`config.mk`:
```
export PLATFORM = sky130hd
export DESIGN_NAME = rxbuf_unit
export DESIGN_NICKNAME = d
export VERILOG_FILES = /design/src/rtl/rxbuf_pkg.sv /design/src/rtl/rxbuf_fifo.sv /design/src/rtl/rxbuf_ovr_flag.sv /design/src/rtl/rxbuf_bus_decode.sv /design/src/rtl/rxbuf_unit.sv
export SDC_FILE = /design/constraint.sdc
export NUM_CORES = 1
export LEC_CHECK = 0
export BUFFER_PORTS_ARGS = -buffer_cell sky130_fd_sc_hd__buf_4
export CORE_ASPECT_RATIO = 0.9
export CORE_MARGIN = 8
export CORE_UTILIZATION = 35
export CTS_BUF_LIST = sky130_fd_sc_hd__clkbuf_2 sky130_fd_sc_hd__clkbuf_4 sky130_fd_sc_hd__clkbuf_8
export CTS_CLUSTER_DIAMETER = 120
export DETAILED_ROUTE_END_ITERATION = 10
export PLACE_DENSITY = 0.54
export REMOVE_ABC_BUFFERS = 1
export SLEW_MARGIN = 20
export SYNTH_ARGS = -nofsm -noshare
export SYNTH_HDL_FRONTEND = slang
export SYNTH_SLANG_ARGS = --single-unit
```
`constraint.sdc`:
```
create_clock -name clk -period 5.4 [get_ports clk]
set_input_delay 0.54 -clock clk [delete_from_list [all_inputs] [get_ports clk]]
set_output_delay 0.54 -clock clk [all_outputs]
set_load 0.005 [all_outputs]
```
`src/rtl/rxbuf_pkg.sv`:
```
// Package: rxbuf_pkg
// Shared constants and the register address encoding for the receive
// buffer unit. Assumes a two-entry register map selected by one address bit.
package rxbuf_pkg;
    localparam int STAT_W  = 16;  // register bus data width
    localparam int OVR_BIT = 0;   // overrun flag position in the status word

    typedef enum logic {
        RX_ADDR_DATA = 1'b0,
        RX_ADDR_STAT = 1'b1
    } rx_addr_e;
endpackage

```
`src/rtl/rxbuf_fifo.sv`:
```
// Module: rxbuf_fifo
// Circular character store with an occupancy count. The head entry is
// presented combinationally. Assumes DEPTH is a power of two and that the
// caller never pushes into a full store unless it pops in the same cycle.
module rxbuf_fifo #(
    parameter  int DEPTH = 16,
    parameter  int WIDTH = 8,
    localparam int PTR_W = $clog2(DEPTH),
    localparam int CNT_W = $clog2(DEPTH + 1)
) (
    input  logic             clk,
    input  logic             rst_n,
    input  logic             push,
    input  logic             pop,
    input  logic [WIDTH-1:0] wdata,
    output logic [WIDTH-1:0] head,
    output logic [CNT_W-1:0] count,
    output logic             full,
    output logic             empty
);
    logic [WIDTH-1:0] mem [DEPTH];
    logic [PTR_W-1:0] wr_ptr, rd_ptr;
    logic [CNT_W-1:0] cnt_q;

    // Store incoming characters; no reset needed on the data array.
    always_ff @(posedge clk) begin
        if (push) mem[wr_ptr] <= wdata;
    end

    // Advance pointers and track occupancy.
    always_ff @(posedge clk) begin
        if (!rst_n) begin
            wr_ptr <= '0;
            rd_ptr <= '0;
            cnt_q  <= '0;
        end else begin
            if (push) wr_ptr <= wr_ptr + 1'b1;
            if (pop)  rd_ptr <= rd_ptr + 1'b1;
            case ({push, pop})
                2'b10:   cnt_q <= cnt_q + 1'b1;
                2'b01:   cnt_q <= cnt_q - 1'b1;
                default: cnt_q <= cnt_q;
            endcase
        end
    end

    // Present head entry and status flags.
    always_comb begin
        head  = mem[rd_ptr];
        count = cnt_q;
        full  = (cnt_q == CNT_W'(DEPTH));
        empty = (cnt_q == '0);
    end


    count_bound_chk: assert property (@(posedge clk) disable iff (!rst_n)
        cnt_q <= CNT_W'(DEPTH));


    no_overfill_chk: assert property (@(posedge clk) disable iff (!rst_n)
        push |-> (!full || pop));


    no_underflow_chk: assert property (@(posedge clk) disable iff (!rst_n)
        pop |-> !empty);
endmodule

```
`src/rtl/rxbuf_ovr_flag.sv`:
```
// Module: rxbuf_ovr_flag
// Overrun flag with a read-then-write-zero clear. A status read that sees
// the flag at 1 arms a latch; a later write of 0 clears both the flag and
// the latch. Assumes set_evt is only raised while the flag is clear.
module rxbuf_ovr_flag (
    input  logic clk,
    input  logic rst_n,
    input  logic set_evt,
    input  logic stat_rd,
    input  logic clr_wr0,
    output logic ovr,
    output logic armed
);
    logic ovr_q, arm_q;

    // Update the flag and the arming latch; setting wins over everything.
    always_ff @(posedge clk) begin
        if (!rst_n) begin
            ovr_q <= 1'b0;
            arm_q <= 1'b0;
        end else if (set_evt) begin
            ovr_q <= 1'b1;
        end else if (clr_wr0 && arm_q) begin
            ovr_q <= 1'b0;
            arm_q <= 1'b0;
        end else if (stat_rd && ovr_q) begin
            arm_q <= 1'b1;
        end
    end

    // Drive outputs from state.
    always_comb begin
        ovr   = ovr_q;
        armed = arm_q;
    end


    clear_needs_arm_chk: assert property (@(posedge clk) disable iff (!rst_n)
        $fell(ovr_q) |-> $past(clr_wr0 && arm_q));


    arm_implies_flag_chk: assert property (@(posedge clk) disable iff (!rst_n)
        arm_q |-> ovr_q);


    unarmed_write_keeps_chk: assert property (@(posedge clk) disable iff (!rst_n)
        (ovr_q && !arm_q) |=> ovr_q);
endmodule

```
`src/rtl/rxbuf_bus_decode.sv`:
```
// Module: rxbuf_bus_decode
// Decodes register strobes into pop, status-read and clear-write events and
// builds the read data word. Assumes single-cycle reads with data returned
// in the strobe cycle.
module rxbuf_bus_decode
    import rxbuf_pkg::*;
#(
    parameter int WIDTH = 8
) (
    input  logic              reg_rd,
    input  logic              reg_wr,
    input  logic              reg_addr,
    input  logic              wbit0,
    input  logic [WIDTH-1:0]  head,
    input  logic              empty,
    input  logic              ovr,
    output logic              pop,
    output logic              stat_rd,
    output logic              clr_wr0,
    output logic [STAT_W-1:0] rdata
);
    logic sel_data, sel_stat;

    // Decode address and strobe events.
    always_comb begin
        sel_data = (reg_addr == RX_ADDR_DATA);
        sel_stat = (reg_addr == RX_ADDR_STAT);
        pop      = reg_rd && sel_data && !empty;
        stat_rd  = reg_rd && sel_stat;
        clr_wr0  = reg_wr && sel_stat && !wbit0;
    end

    // Build read data; reserved and idle bits read as zero.
    always_comb begin
        rdata = '0;
        if (reg_rd && sel_data && !empty) rdata[WIDTH-1:0] = head;
        if (reg_rd && sel_stat)           rdata[OVR_BIT]   = ovr;
    end
endmodule

```
`src/rtl/rxbuf_unit.sv`:
```
// Module: rxbuf_unit
// Receive-side character buffer with overrun detection and a reception
// stall. Assumes char_valid is a one-cycle strobe per completed character
// and that the register bus presents at most one access per cycle.
module rxbuf_unit
    import rxbuf_pkg::*;
#(
    parameter  int DEPTH = 16,
    parameter  int WIDTH = 8,
    localparam int CNT_W = $clog2(DEPTH + 1)
) (
    input  logic              clk,
    input  logic              rst_n,
    input  logic              rx_en,
    input  logic              char_valid,
    input  logic [WIDTH-1:0]  char_data,
    input  logic              reg_rd,
    input  logic              reg_wr,
    input  logic              reg_addr,
    input  logic [STAT_W-1:0] reg_wdata,
    output logic [STAT_W-1:0] reg_rdata,
    output logic [CNT_W-1:0]  fill_count,
    output logic              rx_blocked
);
    logic [WIDTH-1:0] head;
    logic             full, empty, pop, stat_rd, clr_wr0;
    logic             ovr, armed, rx_take, room, push, set_evt;
    logic             unused_wbits;

    assign unused_wbits = ^reg_wdata[STAT_W-1:1] ^ armed;

    rxbuf_bus_decode #(.WIDTH(WIDTH)) u_dec (
        .reg_rd  (reg_rd),
        .reg_wr  (reg_wr),
        .reg_addr(reg_addr),
        .wbit0   (reg_wdata[OVR_BIT]),
        .head    (head),
        .empty   (empty),
        .ovr     (ovr),
        .pop     (pop),
        .stat_rd (stat_rd),
        .clr_wr0 (clr_wr0),
        .rdata   (reg_rdata)
    );

    // Decide whether a completed character is stored or causes an overrun.
    always_comb begin
        rx_take = char_valid && rx_en && !ovr;
        room    = !full || pop;
        push    = rx_take && room;
        set_evt = rx_take && !room;
    end

    rxbuf_fifo #(.DEPTH(DEPTH), .WIDTH(WIDTH)) u_fifo (
        .clk  (clk),
        .rst_n(rst_n),
        .push (push),
        .pop  (pop),
        .wdata(char_data),
        .head (head),
        .count(fill_count),
        .full (full),
        .empty(empty)
    );

    rxbuf_ovr_flag u_flag (
        .clk    (clk),
        .rst_n  (rst_n),
        .set_evt(set_evt),
        .stat_rd(stat_rd),
        .clr_wr0(clr_wr0),
        .ovr    (ovr),
        .armed  (armed)
    );

    // Expose the stall condition.
    assign rx_blocked = ovr;


    ovr_rise_cause_chk: assert property (@(posedge clk) disable iff (!rst_n)
        $rose(ovr) |-> $past(full && char_valid && rx_en && !pop));


    stall_no_growth_chk: assert property (@(posedge clk) disable iff (!rst_n)
        ovr |=> (fill_count <= $past(fill_count)));


    rx_off_no_set_chk: assert property (@(posedge clk) disable iff (!rst_n)
        !rx_en |=> !$rose(ovr));


    rx_off_no_growth_chk: assert property (@(posedge clk) disable iff (!rst_n)
        !rx_en |=> (fill_count <= $past(fill_count)));
endmodule

```
==> qor.csv <==
metric,value,unit
critical_path_peak_fanout,25,
worstSkewPairLatency,0.45,ns
rsz0062_at_grt,false,
syn2layout_area_growth,13.6,%
drtAntennaViolNets,0,
clock_skew,0.0128,ns
slew_headroom,32.1,%
final_max_slew_viol_count,0,
synth_ff_type,edfxtp_1,
numCtsBuffers,17,
core_area,16900,um^2
ir_worst_vdd,173,uV
start_util,35.7,%
required,4.86,ns
met2_usage,17.7,%
hold_path.class,input pin to flop,
synth_most_common_cell,edfxtp_1,
syn_inst,358,
grtUsageTotal,11.6,%
synth.avg_cell_area,16.8,um^2
cts_tree,done,
grt_overflow,0,
utilization,40.6,%
cts_hold_buf,0,
die_h,141,um
power-per-cell-area,353,nW/um^2
grt_util_met1,15.5,%
htreeDepth,4,
seq_area_frac_synth,70.0,%
ios,53,
top_usage_layer,met2,
place_congestion,0.748,
crit_type,flop to primary output,
drc,0,
drt-total-wl,12000,um
ys_warn_count,0,
run_status,"complete, no violations",
worstMarginPinSlew,1.02,ns
drt-initial-drc-count,197,
synth_edf_count,128,
post_cts_buffers,0,
yosysTopAreaCell,edfxtp_1,
nNetsFinal,430,
finalSetupViolations,0,
power_leakage,2.21,nW
ys_top_cells_by_count,"edfxtp_1 (128), mux4_2 (30), nor2_1 (22)",
holdPathStages,1,
cts_max_path_buffers,2,
fin_crit_sh,62.7,%
cts_root_buf,clkbuf_8,
worst_setup_path_start_kind,flop,
ctsResizeCount,0,
min_period,3.38,ns
worstSetupEndpointType,primary output,
async_flop_share,0,%
via_per_inst,5.08,
dpl.hpwl,7680,um
drive_gt1_share,25.8,%
grt_antenna_before_repair,0,
ys_ff_latch,147,
arrival,2.84,ns
synth.area.top_cells,"edfxtp_1 (64%), mux4_2 (11%), dfxtp_1 (6.3%), ha_1 (1.7%), o22ai_1 (1.6%)",
pre_cts_slack,2.10,ns
total_power,2.42,mW
synthDistinctLibCells,47,
diodes,0,
grt_util_met3,2.83,%
drv_cap,0,
finalHoldViolations,0,
clkTransAtPathRegs,0.09,ns
routedWlPerCell,19.5,um
die_width,154,um
grt_first_pass_wirelength,18600,um
syn-cell-area,6030,um^2
grt_max_degree,26,
timing.final.ws_setup,2.02,ns
portBuffers,29,
num_vias,3118,
tns,0,ns
fp-row-count,45,
hold_ws,0.395,ns
drt_first_pass_iters,4,
grt_pass1_vias,3141,
clkSinkCount,147,
r2r_cells,9,
clock.fmax,296,MHz
die-area,21700,um^2
synth_top_area_share,63.7,%
==> worst paths after layout <==
kind / end / slack (ns) / from
max: reg_rdata[1] / 2.02 / flop
min: u_fifo.mem[12][4]$_DFFE_PP_ / 0.40 / char_data[4]
max reg2reg: u_fifo.count[4]$_SDFFE_PN0P_ / 2.13 / u_fifo.count[0]$_SDFFE_PN0P_
min reg2reg: u_fifo.rd_ptr[1]$_SDFFE_PN0N_ / 0.49 / u_fifo.rd_ptr[1]$_SDFFE_PN0N_
==> where the power goes <==
part / internal, mW / switching [mW]
registers: 1.25 / 0.0386
logic: 0.131 / 0.118
clock network: 0.461 / 0.422
==> cell type report <==
class	instances	area, um^2
clock inverter	15	180
fill	1542	10000
clock buffer	17	234
tap	211	264
timing repair buffer	31	233
sequential	147	4230
multi-input combinational	187	1700
inverter	6	22.5
==> cell families after synthesis <==
group | after synthesis | share of synthesized area [%]
multiplexers | 36 | 12.2
other | 1 | 0.0622
adder cells (fa/ha/maj) | 9 | 1.99
buffers and inverters | 31 | 2.63
AO/OA/AOI/OAI | 42 | 4.65
flip-flops | 147 | 70.0
XOR/XNOR | 9 | 1.31
AND/OR/NAND/NOR | 83 | 7.09
==> per-layer routing <==
metal	routed length, um	part of all wire, %
met2	5750	48
met4	214	1.8
met1	5510	46
met3	516	4.3
met5	0	0
==> cells in the final DEF (no fill, tap or decap), drive strengths merged, types with 3 or more instances in the layout <==
cell and count:
edfxtp 128, buf 31, mux4 30, nor2 22
dfxtp 19, clkbuf 17, o22ai 15, nand2 14
nor3 12, inv 10, a21oi 9, xnor2 9
nand2b 8, and2 8, ha 8, conb 8
clkinv 6, o21ai 5, mux2i 4, and3 4
nand4 3, bufinv 3
==> sequential cells by signal, summed over array words and instances, names as in the netlist, named ones only <==
signal         flops
u_fifo.rd_ptr      4
u_flag.armed       1
u_fifo.count       5
u_flag.ovr         1
u_fifo.wr_ptr      4
u_fifo.mem       128
==> critical path, cell delays in order, from the launching register on <==
cell	delay [ns]
dfxtp_2	0.87
buf_4	0.36
mux4_2	0.53
o22ai_1	0.35
nor3_1	0.10
buf_4	0.17
==> metrics by stage <==
step,area (um^2),cells
2_1_floorplan,5920,340
3_3_place_gp,6440,582
3_5_place_dp,6440,582
4_1_cts,6850,614
5_1_grt,6850,614
6_report,6850,614
(Power assumes the default switching activity.)
